File: src/rtl/cache_range_engine.sv
module cache_range_engine #(
  parameter int ADDR_W     = 32,
  parameter int OFF_W      = 12,
  parameter int LINE_BYTES = 32,
  parameter int PAGE_BYTES = 4096
) (
  input  logic              clk,
  input  logic              rst_n,
  input  logic              wr_valid,
  output logic              wr_ready,
  input  logic [OFF_W-1:0]  wr_addr,
  input  logic [ADDR_W-1:0] wr_data,
  input  logic [OFF_W-1:0]  rd_addr,
  output logic [ADDR_W-1:0] rd_data,
  output logic              ln_valid,
  input  logic              ln_ready,
  output logic [1:0]        ln_op,
  output logic [ADDR_W-1:0] ln_addr
);
  localparam int LINE_SH = $clog2(LINE_BYTES);
  localparam int PAGE_SH = $clog2(PAGE_BYTES);
  localparam logic [OFF_W-1:0] OFF_SYNC = OFF_W'(12'h700);
  localparam logic [OFF_W-1:0] OFF_BASE = OFF_W'(12'h720);
  localparam logic [OFF_W-1:0] OFF_INV  = OFF_W'(12'h774);
  localparam logic [OFF_W-1:0] OFF_CLN  = OFF_W'(12'h7b4);
  localparam logic [OFF_W-1:0] OFF_FLS  = OFF_W'(12'h7f4);

  logic [ADDR_W-1:0] base_q, cur_q, last_q;
  logic [1:0]        op_q, op_sel;
  logic              busy_q, err_q;

  wire [ADDR_W-1:0] data_ln = {wr_data[ADDR_W-1:LINE_SH], {LINE_SH{1'b0}}};
  wire is_cmd  = (wr_addr == OFF_INV) || (wr_addr == OFF_CLN) || (wr_addr == OFF_FLS);
  wire bad_rng = (data_ln[ADDR_W-1:PAGE_SH] != base_q[ADDR_W-1:PAGE_SH]) || (data_ln < base_q);

  assign wr_ready = !(busy_q && is_cmd);
  wire   wr_fire  = wr_valid && wr_ready;

  always_comb begin
    case (wr_addr)
      OFF_INV: op_sel = 2'b01;
      OFF_CLN: op_sel = 2'b10;
      default: op_sel = 2'b11;
    endcase
  end

  always_ff @(posedge clk) begin
    if (!rst_n) begin
      base_q <= '0;
      cur_q  <= '0;
      last_q <= '0;
      op_q   <= 2'b00;
      busy_q <= 1'b0;
      err_q  <= 1'b0;
    end else begin
      if (wr_fire && wr_addr == OFF_BASE) base_q <= data_ln;
      if (wr_fire && wr_addr == OFF_SYNC) err_q <= 1'b0;
      if (wr_fire && is_cmd) begin
        if (bad_rng) err_q <= 1'b1;
        else begin
          busy_q <= 1'b1;
          cur_q  <= base_q;
          last_q <= data_ln;
          op_q   <= op_sel;
        end
      end else if (busy_q && ln_ready) begin
        if (cur_q == last_q) busy_q <= 1'b0;
        else cur_q <= cur_q + ADDR_W'(LINE_BYTES);
      end
    end
  end

  assign ln_valid = busy_q;
  assign ln_addr  = cur_q;
  assign ln_op    = op_q;

  always_comb begin
    rd_data = '0;
    if (rd_addr == OFF_SYNC) rd_data[1:0] = {err_q, busy_q};
    else if (rd_addr == OFF_BASE) rd_data = base_q;
  end
endmodule

File: config.mk
export PLATFORM = sky130hd
export DESIGN_NAME = cache_range_engine
export DESIGN_NICKNAME = d
export VERILOG_FILES = /design/src/rtl/cache_range_engine.sv
export SDC_FILE = /design/constraint.sdc
export NUM_CORES = 1
export LEC_CHECK = 0
export ABC_AREA = 1
export CAP_MARGIN = 30
export CORE_MARGIN = 4
export CORE_UTILIZATION = 37
export DETAILED_ROUTE_END_ITERATION = 10
export SLEW_MARGIN = 10
export SYNTH_ARGS = -nofsm -noshare
export SYNTH_HDL_FRONTEND = slang
export SYNTH_SLANG_ARGS = --single-unit
File: constraint.sdc
create_clock -name clk -period 2.6 [get_ports clk]
set_input_delay 0.39 -clock clk [delete_from_list [all_inputs] [get_ports clk]]
set_output_delay 0.39 -clock clk [all_outputs]
set_load 0.01 [all_outputs]
* Word-level counts from Yosys, hierarchy flattened
Index checks and enable logic that the tools add are counted.
Operators by class: add/sub/neg operators 1, magnitude comparators 1, eq/ne operators 11, multiplexer cells 15, bitwise logic cells 1, reductions and logical operators 15
Operator list (number):
- $mux W32 | 5
- $eq A12 B11 Y1 const B | 7
- $add A32 B6 Y32 const B | 1
- $eq A32 B32 Y1 | 1
- $lt A32 B32 Y1 | 1
- $mux W30 | 1
- $ne A20 B20 Y1 | 1
- $mux W1 | 7
- $logic_and A1 B1 Y1 | 6
- $reduce_and A3 Y1 | 2
- $ne A2 B2 Y1 const B | 2
- $pmux W2 S2 | 1
- $reduce_bool A2 Y1 | 2
- $logic_or A1 B1 Y1 | 3
- $mux W2 | 1
- $reduce_and A2 Y1 | 1
- $logic_not A1 Y1 | 1
- $not A1 Y1 | 1
Storage, ports and cells: register bits after elaboration 90, input bits 60, output and inout port bits 68, logic and storage cells 50

* Longest topological paths before layout
Gate-level depths: netlist of the first run.
depth in word-level cells 10, depth in mapped cells 16, depth with buffers taken out 15

* Worst setup path before layout of the first run
OpenSTA, ideal clock, no wires.
kind input to register, start input wr_data[31], end register cur_q[10], in the netlist ln_addr[10], library setup time 0.115 ns, arrival 1.811 ns, required time 2.485 ns, setup slack 0.674 ns, cell stages on the path 12, path buffers 2, cell sequence ha_1 nand2_1 inv_1 nand3_1 nor2_1 nand4_1 nor2_1 nand3_4 buf_6 buf_2 a21oi_1 nor2_1
On the way: cells in the longest elaborated chain, start to end 4, elaborated cells on any way between the ends 5, those cells by class order compare: 1; eq/ne: 2; reduce/logical: 2
Ends and longest elaborated chain:
- from (decl) | RTL line 12 | input logic [ADDR_W-1:0] wr_data,
- $lt A32 B32 Y1 / $ne A20 B20 Y1 (equally long branches) | RTL line 34 | wire bad_rng = (data_ln[ADDR_W-1:PAGE_SH] != base_q[ADDR_W-1:PAGE_SH]) || (data_ln < base_q);
- $logic_or A1 B1 Y1 (*) | RTL line 34
- $ne A2 B2 Y1 (no source line) (*)
- $reduce_and A3 Y1 (no source line) (*)
- to (signal assigned) | RTL line 62 | cur_q <= base_q;
- to (signal assigned) | RTL line 68 | else cur_q <= cur_q + ADDR_W'(LINE_BYTES);
- to (decl) | RTL line 28 | logic [ADDR_W-1:0] base_q, cur_q, last_q;
Every way passes the cells marked *; elsewhere a longest branch is shown, timed or not. A chain may end at the register's enable or synchronous reset.

* Worst setup path in the final report of the first run
start input rd_addr[1], end output rd_data[17]
On the way: cells in the longest elaborated chain, start to end 3, elaborated cells on any way between the ends 4, those cells by class eq/ne: 2; mux: 2
Ends and longest elaborated chain:
- from (decl) | RTL line 13 | input logic [OFF_W-1:0] rd_addr,
- $eq A12 B11 Y1 | RTL line 80 | else if (rd_addr == OFF_BASE) rd_data = base_q;
- $mux W32 | RTL line 80
- $mux W30 (*) | RTL line 79 | if (rd_addr == OFF_SYNC) rd_data[1:0] = {err_q, busy_q};
- to (decl) | RTL line 14 | output logic [ADDR_W-1:0] rd_data,
Marks and branches as above.

==> results of run 1 <==
## layout by cell type, fill, tap and decap left out, types with 3 or more instances in the layout
| master | Yosys | final |
|---|---|---|
| nand2_1 | 239 | 239 |
| nor2_1 | 149 | 149 |
| inv_1 | 114 | 113 |
| clkdlybuf4s50_1 | 0 | 86 |
| dfxtp_1 | 85 | 85 |
| a21oi_1 | 64 | 64 |
| nand3_1 | 49 | 49 |
| nor3_1 | 43 | 43 |
| o21ai_0 | 43 | 43 |
| buf_4 | 8 | 37 |
| ha_1 | 27 | 27 |
| dlymetal6s2s_1 | 0 | 26 |
| nand4_1 | 24 | 24 |
| xor2_1 | 17 | 17 |
| clkbuf_16 | 0 | 9 |
| conb_1 | 1 | 8 |
| buf_12 | 0 | 7 |
| xnor2_1 | 6 | 6 |
| nor2_2 | 3 | 3 |
| clkinv_2 | 1 | 3 |
| buf_2 | 8 | 3 |
## worst max-delay path: stages
cell and delay (ns):
clkdlybuf4s50_1 0.41, nor4_2 0.32, nand4_1 0.12, buf_4 0.18, buf_4 0.13, buf_2 0.18, nor2_1 0.13, clkdlybuf4s15_1 0.26
## kinds of logic (layout without fill, tap and decap cells)
logic type,count (synthesis),count (layout),synth area share (%)
AO/OA/AOI/OAI,113,113,10.3
other,1,8,0.0656
buffers and inverters,159,292,11.6
AND/OR/NAND/NOR,522,522,38.9
XOR/XNOR,23,23,3.52
adder cells (fa/ha/maj),27,27,5.91
flip-flops,85,85,29.8
## worst paths after layout
path	endpoint	depth (start not counted)
worst max-delay path	rd_data[17]	8
worst max register to register	ln_addr[16]$_SDFFE_PN0P_	10
worst min register to register	base_q[25]$_SDFFE_PN0P_	2
worst min-delay path	base_q[25]$_SDFFE_PN0P_	2
## per-layer routing
layer	track usage, %	vias to the layer above	wire, um
li1	-	3227	-
met3	3.40	30	1240
met4	7.62	0	469
met5	0	-	0
met2	31.4	205	8000
met1	30.6	2743	9270
## flip-flops by register name, summed over array words and instances, names as in the netlist
signal and flops:
base_q 27, err_q 1, last_q 27, ln_addr 27, ln_op 2, ln_valid 1
## power groups by stage
stage	Combinational, mW	Sequential (mW)	Clock, mW
after CTS	0.231	1.30	1.30
after floorplan	0.0954	1.33	0
after detailed placement	0.228	1.33	0
final	0.231	1.30	1.28
after global placement	0.227	1.33	0
after global routing	0.256	1.30	1.35
## area by class of cell
cell class | count | share of cell area, %
tap | 188 | 3.06
multi-input combinational | 693 | 44.1
timing repair buffer | 161 | 21.3
inverter | 115 | 5.63
clock inverter | 5 | 0.456
clock buffer | 11 | 3.29
sequential | 85 | 22.1
## repair_timing
| item | in CTS | in global routing |
|---|---|---|
| hold endpoints to repair | 0 | 0 |
| gates cloned | 0 | 2 |
| endpoints found under the setup margin | 21 | 23 |
| pin swaps | 1 | 1 |
| gates resized for setup | 4 | 28 |
| setup buffers | 0 | 2 |
## metrics by stage
stage / TNS, ns / utilization (%) / instances / total power, mW / cell area (um^2)
finish: 0 / 50.8 / 1258 / 2.81 / 7690
global route: -0.0120 / 50.8 / 1258 / 2.90 / 7690
CTS: 0 / 50.2 / 1254 / 2.83 / 7600
detailed placement: -1.60 / 48.2 / 1238 / 1.56 / 7300
global placement: -0.785 / 48.2 / 1238 / 1.56 / 7300
floorplan: 0 / - / 937 / 1.43 / 5740
==> results.py, run 1 <==
metrics = {
    "die": {
        "dieHeight_um": 132,
        "initial_utilization_pct": 37.7,
        "row_count": 45,
        "die_area_um2": 17500,
        "core_um2": 15100,
        "pin_count": 128,
        "die_w_um": 132,
    },
    "min_path": {
        "hold_class": "flip-flop to flip-flop",
        "hp-start": "base_q[25]$_SDFFE_PN0P_",
    },
    "worst_setup_path": {
        "cp_data_required_time_ns": 2.21,
        "startpoint": "rd_addr[1]",
        "path_class": "input pin to output port",
        "critPathLaunchType": "input pin",
        "crit_path_end_kind": "output port",
        "regToRegStartpoint": "base_q[15]$_SDFFE_PN0P_",
        "critPathArrivalTime_ns": 2.13,
        "critPathMaxFanout": 10,
        "r2r_setup_slack_ns": 0.36,
    },
    "sta": {
        "setup_ws_ns": 0.0838,
        "max_slew_margin_pct": 47.2,
        "fin_crit_sh_pct": 96.8,
        "fin_crit_ns": 2.52,
        "whs_ns": 0.506,
        "slew_viol_final": 0,
        "max_freq_mhz": 397,
        "setup_violations": 0,
        "hold_viol": 0,
        "worstMarginPinSlew_ns": 0.792,
        "skew_ns": 0.00973,
    },
    "grt": {
        "grt_start_max_net_pins": 45,
        "grt_pass1_vias": 5572,
        "track_usage_pct": 21.0,
        "overflow": 0,
        "antenna_found_initial": 0,
        "grt_pass1_wl_mm": 29.4,
    },
    "route": {
        "drt_first_pass_iters": 5,
        "route.detailed.drc": 0,
        "ant_nets": 0,
        "first_iter_violations": 594,
        "vias": 6205,
        "routed_wirelength_mm": 19.0,
        "wl_per_cell_um": 15.1,
        "vias_per_cell": 4.93,
    },
    "power_and_ir_drop": {
        "power_density_nw_per_um2": 366,
        "leakage_nw": 3.86,
        "p_sw_share_pct": 24.6,
        "p_seq_share_pct": 46.2,
        "ir_worst_vdd_v": 0.000330,
        "clkPwrFrac_pct": 45.5,
        "combPwrFrac_pct": 8.2,
        "power.internal_mw": 2.12,
        "power.switching_uw": 691,
    },
    "synth": {
        "synth_edf_count": 0,
        "synth_top_area_share_pct": 29.8,
        "synthArstFlopShare_pct": 0,
        "syn_area_um2": 5720,
        "ys_types": 35,
        "yosys.area.top_type": "dfxtp_1",
        "ys.flop_type": "dfxtp_1",
        "synth.most_common_cell": "nand2_1",
        "synth_seq_area_share_pct": 29.8,
        "synth_commonest_cells": "nand2_1 (239), nor2_1 (149), inv_1 (114), dfxtp_1 (85), a21oi_1 (64)",
        "synthTopCellsByArea": "dfxtp_1 (30%), nand2_1 (16%), nor2_1 (9.8%), inv_1 (7.5%), ha_1 (5.9%)",
        "synth_warnings": 0,
        "ys_ff_latch": 85,
        "syn_inst": 930,
        "syn_area_per_cell_um2": 6.15,
    },
    "clock_network": {
        "ctsHtreeMaxLevel": 3,
        "clkSinkCount": 85,
        "clock_path_buffers": 2,
        "cts.clk_slew.worst_paths_ns": 0.07,
        "ctsHoldBuffers": 0,
        "clock_latency_ns": 0.35,
        "cts_root_buffer": "clkbuf_16",
        "cts_tree": "yes",
        "numCtsBuffers": 9,
    },
    "placed_design": {
        "portBuffers": 114,
        "pre_cts_ws_ns": -0.0827,
        "place.gp.congestion": 0.950,
        "post-dp-hpwl_mm": 14.4,
    },
    "final_layout": {
        "nets": 1152,
        "diodes": 0,
        "fillCellCount": 1548,
        "synthToLayoutAreaGrowth_pct": 34.5,
        "drive_above_1_share_pct": 7.38,
        "seqCellArea_um2": 1700,
        "multiInputGateArea_um2": 3390,
    },
    "run": {
        "maxCapViolations": 0,
    },
    "outcome": {
        "status": "completed",
    },
}
(Power assumes the default switching activity.)
==> run 2: changes to the inputs <==
- ABC_AREA: 1 -> 0
- clock period: 2.6 -> 2.9 ns (I/O delays scaled with it)
==> results.py, run 2 <==
metrics = {
    "run": {
        "maxCapViolations": 0,
    },
    "clock_network": {
        "numCtsBuffers": 9,
        "clkSinkCount": 85,
        "ctsHtreeMaxLevel": 3,
        "cts_setup_buffers": 0,
        "cts_tree": "yes",
        "cts_root_buffer": "clkbuf_16",
        "cts.clk_slew.worst_paths_ns": 0.06,
        "clock_path_buffers": 2,
        "clock_latency_ns": 0.34,
        "cts.repair.resized": 0,
        "ctsHoldBuffers": 0,
    },
    "final_layout": {
        "finalNonFillerCells": 987,
        "drive_above_1_share_pct": 9.67,
        "final_common_cell": "clkdlybuf4s50_1",
        "diodes": 0,
        "synthToLayoutAreaGrowth_pct": 36.4,
        "nets": 889,
        "design_area_um2": 7150,
        "fin_util_pct": 51.5,
        "layout_common_cells": "clkdlybuf4s50_1 (113), nand2_1 (89), dfxtp_1 (85)",
    },
    "grt": {
        "grt_pass1_wl_mm": 28.1,
        "grt_start_max_net_pins": 36,
        "grt_pass1_vias": 5098,
        "antenna_found_initial": 0,
        "track_usage_pct": 21.5,
        "overflow": 0,
    },
    "worst_setup_path": {
        "path_class": "input pin to flip-flop",
        "regToRegStartpoint": "base_q[27]$_SDFFE_PN0P_",
        "slowest_stage": "clkdlybuf4s50_1",
        "r2r_cells": 10,
        "critPathArrivalTime_ns": 2.99,
        "crit_path_end_kind": "flip-flop",
        "reg2reg_to": "ln_addr[25]$_SDFFE_PN0P_",
        "critPathLaunchType": "input pin",
        "critPathMaxFanout": 13,
        "cpPeakStageDelay_ns": 0.45,
        "r2r_setup_slack_ns": 0.23,
        "cp_data_required_time_ns": 3.12,
        "worstPathCellList": "clkdlybuf4s50_1, ha_1, nand4_1, nor3_1, buf_4, a22oi_1, a311o_2, buf_12, and3_1, a211o_1",
    },
    "outcome": {
        "status": "completed",
    },
    "sta": {
        "setup-tns-final_ns": 0,
        "fin_crit_ns": 2.77,
        "max_freq_mhz": 361,
        "setup_violations": 0,
        "hold_viol": 0,
        "rsz0062_at_grt": "false",
        "whs_ns": 0.454,
        "slew_viol_final": 0,
        "skew_ns": 0.00608,
        "fin_crit_sh_pct": 95.4,
    },
    "route": {
        "first_iter_violations": 476,
        "ant_nets": 0,
        "vias_per_cell": 5.42,
        "vias": 5351,
        "drt_first_pass_iters": 5,
        "route.detailed.drc": 0,
        "wl_per_cell_um": 17.7,
        "routed_wirelength_mm": 17.4,
    },
    "die": {
        "core_um2": 13900,
        "row_count": 43,
        "die_w_um": 127,
        "pin_count": 128,
        "die_area_um2": 16100,
        "dieHeight_um": 127,
        "initial_utilization_pct": 37.8,
    },
    "synth": {
        "synth.most_common_cell": "nand2_1",
        "yosys.area.top_type": "dfxtp_1",
        "synth_commonest_cells": "nand2_1 (89), dfxtp_1 (85), a21oi_1 (46), nor3_1 (45), nor2_1 (38)",
        "synthTopCellsByArea": "dfxtp_1 (32%), ha_1 (6.4%), nand2_1 (6.4%), mux2i_1 (5.7%), xor2_1 (4.5%)",
        "synth_warnings": 0,
        "synthArstFlopShare_pct": 0,
        "ys_ff_latch": 85,
        "syn_area_um2": 5240,
        "ys.flop_type": "dfxtp_1",
        "syn_area_per_cell_um2": 7.87,
        "synth_edf_count": 0,
        "synth_seq_area_share_pct": 32.5,
        "syn_inst": 666,
        "synth_top_area_share_pct": 32.5,
        "ys_types": 59,
    },
    "min_path": {
        "hp-start": "base_q[11]$_SDFFE_PN0P_",
        "hold_depth": 2,
        "worst_hold_path.endpoint": "base_q[11]$_SDFFE_PN0P_",
        "hold_class": "flip-flop to flip-flop",
    },
    "placed_design": {
        "post-dp-hpwl_mm": 13.3,
        "place.gp.congestion": 0.893,
        "dp.cells": 971,
        "placed_area_um2": 6810,
        "portBuffers": 114,
    },
    "power_and_ir_drop": {
        "combPwrFrac_pct": 9.0,
        "power.internal_mw": 2.08,
        "power.switching_uw": 595,
        "ir_worst_vdd_v": 0.000304,
        "clkPwrFrac_pct": 47.1,
        "leakage_nw": 2.93,
        "p_seq_share_pct": 43.9,
        "p_sw_share_pct": 22.3,
        "power_density_nw_per_um2": 374,
    },
}
-- run 2: cell count changes after synthesis, moves of 10 or more --
cell     previous run  this run
a21oi_1            64        46
and2_1              2        13
and3_1              1        19
inv_1             114        36
mux2i_1             0        30
nand2_1           239        89
nand3_1            49        25
nor2_1            149        38
o21ai_0            43         9
o21ai_1             0        10
xor2_1             17        27
-- run 2: stage by stage --
step	power (mW)	setup slack, ns
finish	2.67	0.133
global route	2.76	0.0103
CTS	2.69	0.0965
detailed placement	1.44	-0.249
global placement	1.43	-0.191
floorplan	1.29	0.532
-- run 2: critical path, delay by kind of cell --
family                     cells  cell delay, ns
AOI/OAI and AO/OA              3            0.85
buffers and inverters          3            0.78
and+or+nand+nor                3            0.60
adders and majority gates      1            0.32
-- run 2: layer usage --
metal,part of all wire (%),global-route usage [%]
met3,6.2,3.47
met1,48,31.3
met2,44,31.8
met4,2.4,8.71
met5,0,0
-- run 2: worst max-delay path by stage --
stage	from	endpoint	slack [ns]	depth (start not counted)
6_report	wr_data[25]	ln_addr[25]$_SDFFE_PN0P_	0.13	10
5_1_grt	wr_data[25]	ln_addr[23]$_SDFFE_PN0P_	0.01	10
4_1_cts	wr_data[29]	ln_addr[15]$_SDFFE_PN0P_	0.1	10
3_5_place_dp	wr_data[29]	ln_addr[15]$_SDFFE_PN0P_	-0.25	10
3_3_place_gp	wr_data[29]	ln_addr[15]$_SDFFE_PN0P_	-0.19	10
2_1_floorplan	wr_data[29]	last_q[31]$_SDFFE_PN0P_	0.53	9
-- run 2: kinds of logic (layout without fill, tap and decap cells) --
kind of cell | after synthesis | in the layout | synth area share [%]
simple gates | 283 | 283 | 26.9
other cells | 1 | 8 | 0.0715
fa+ha+maj | 27 | 27 | 6.44
xor+xnor | 27 | 27 | 4.51
buf+inv | 89 | 223 | 7.92
mux | 31 | 31 | 5.94
flops | 85 | 85 | 32.5
compound gates | 123 | 123 | 15.8
-- run 2: cell type report --
type | count | area, um^2
Clock buffer | 11 | 243
Clock inverter | 5 | 83.8
Fill cell | 1332 | 6730
Inverter | 37 | 139
Multi-Input combinational cell | 499 | 3170
Sequential cell | 85 | 1700
Tap cell | 180 | 225
Timing Repair Buffer | 170 | 1590
-- run 2: power by group through the flow --
stage	registers (mW)	logic (mW)	clock network (mW)
after global routing	1.17	0.262	1.32
after detailed placement	1.20	0.238	0
after global placement	1.20	0.234	0
after CTS	1.17	0.239	1.27
final	1.17	0.241	1.26
after floorplan	1.20	0.0928	0
==> run 3: changes to the inputs <==
- SKIP_CTS_REPAIR_TIMING: not set -> 1
==> results of run 3 <==
Final layout, timing and power as in run 2 (identical DEF).
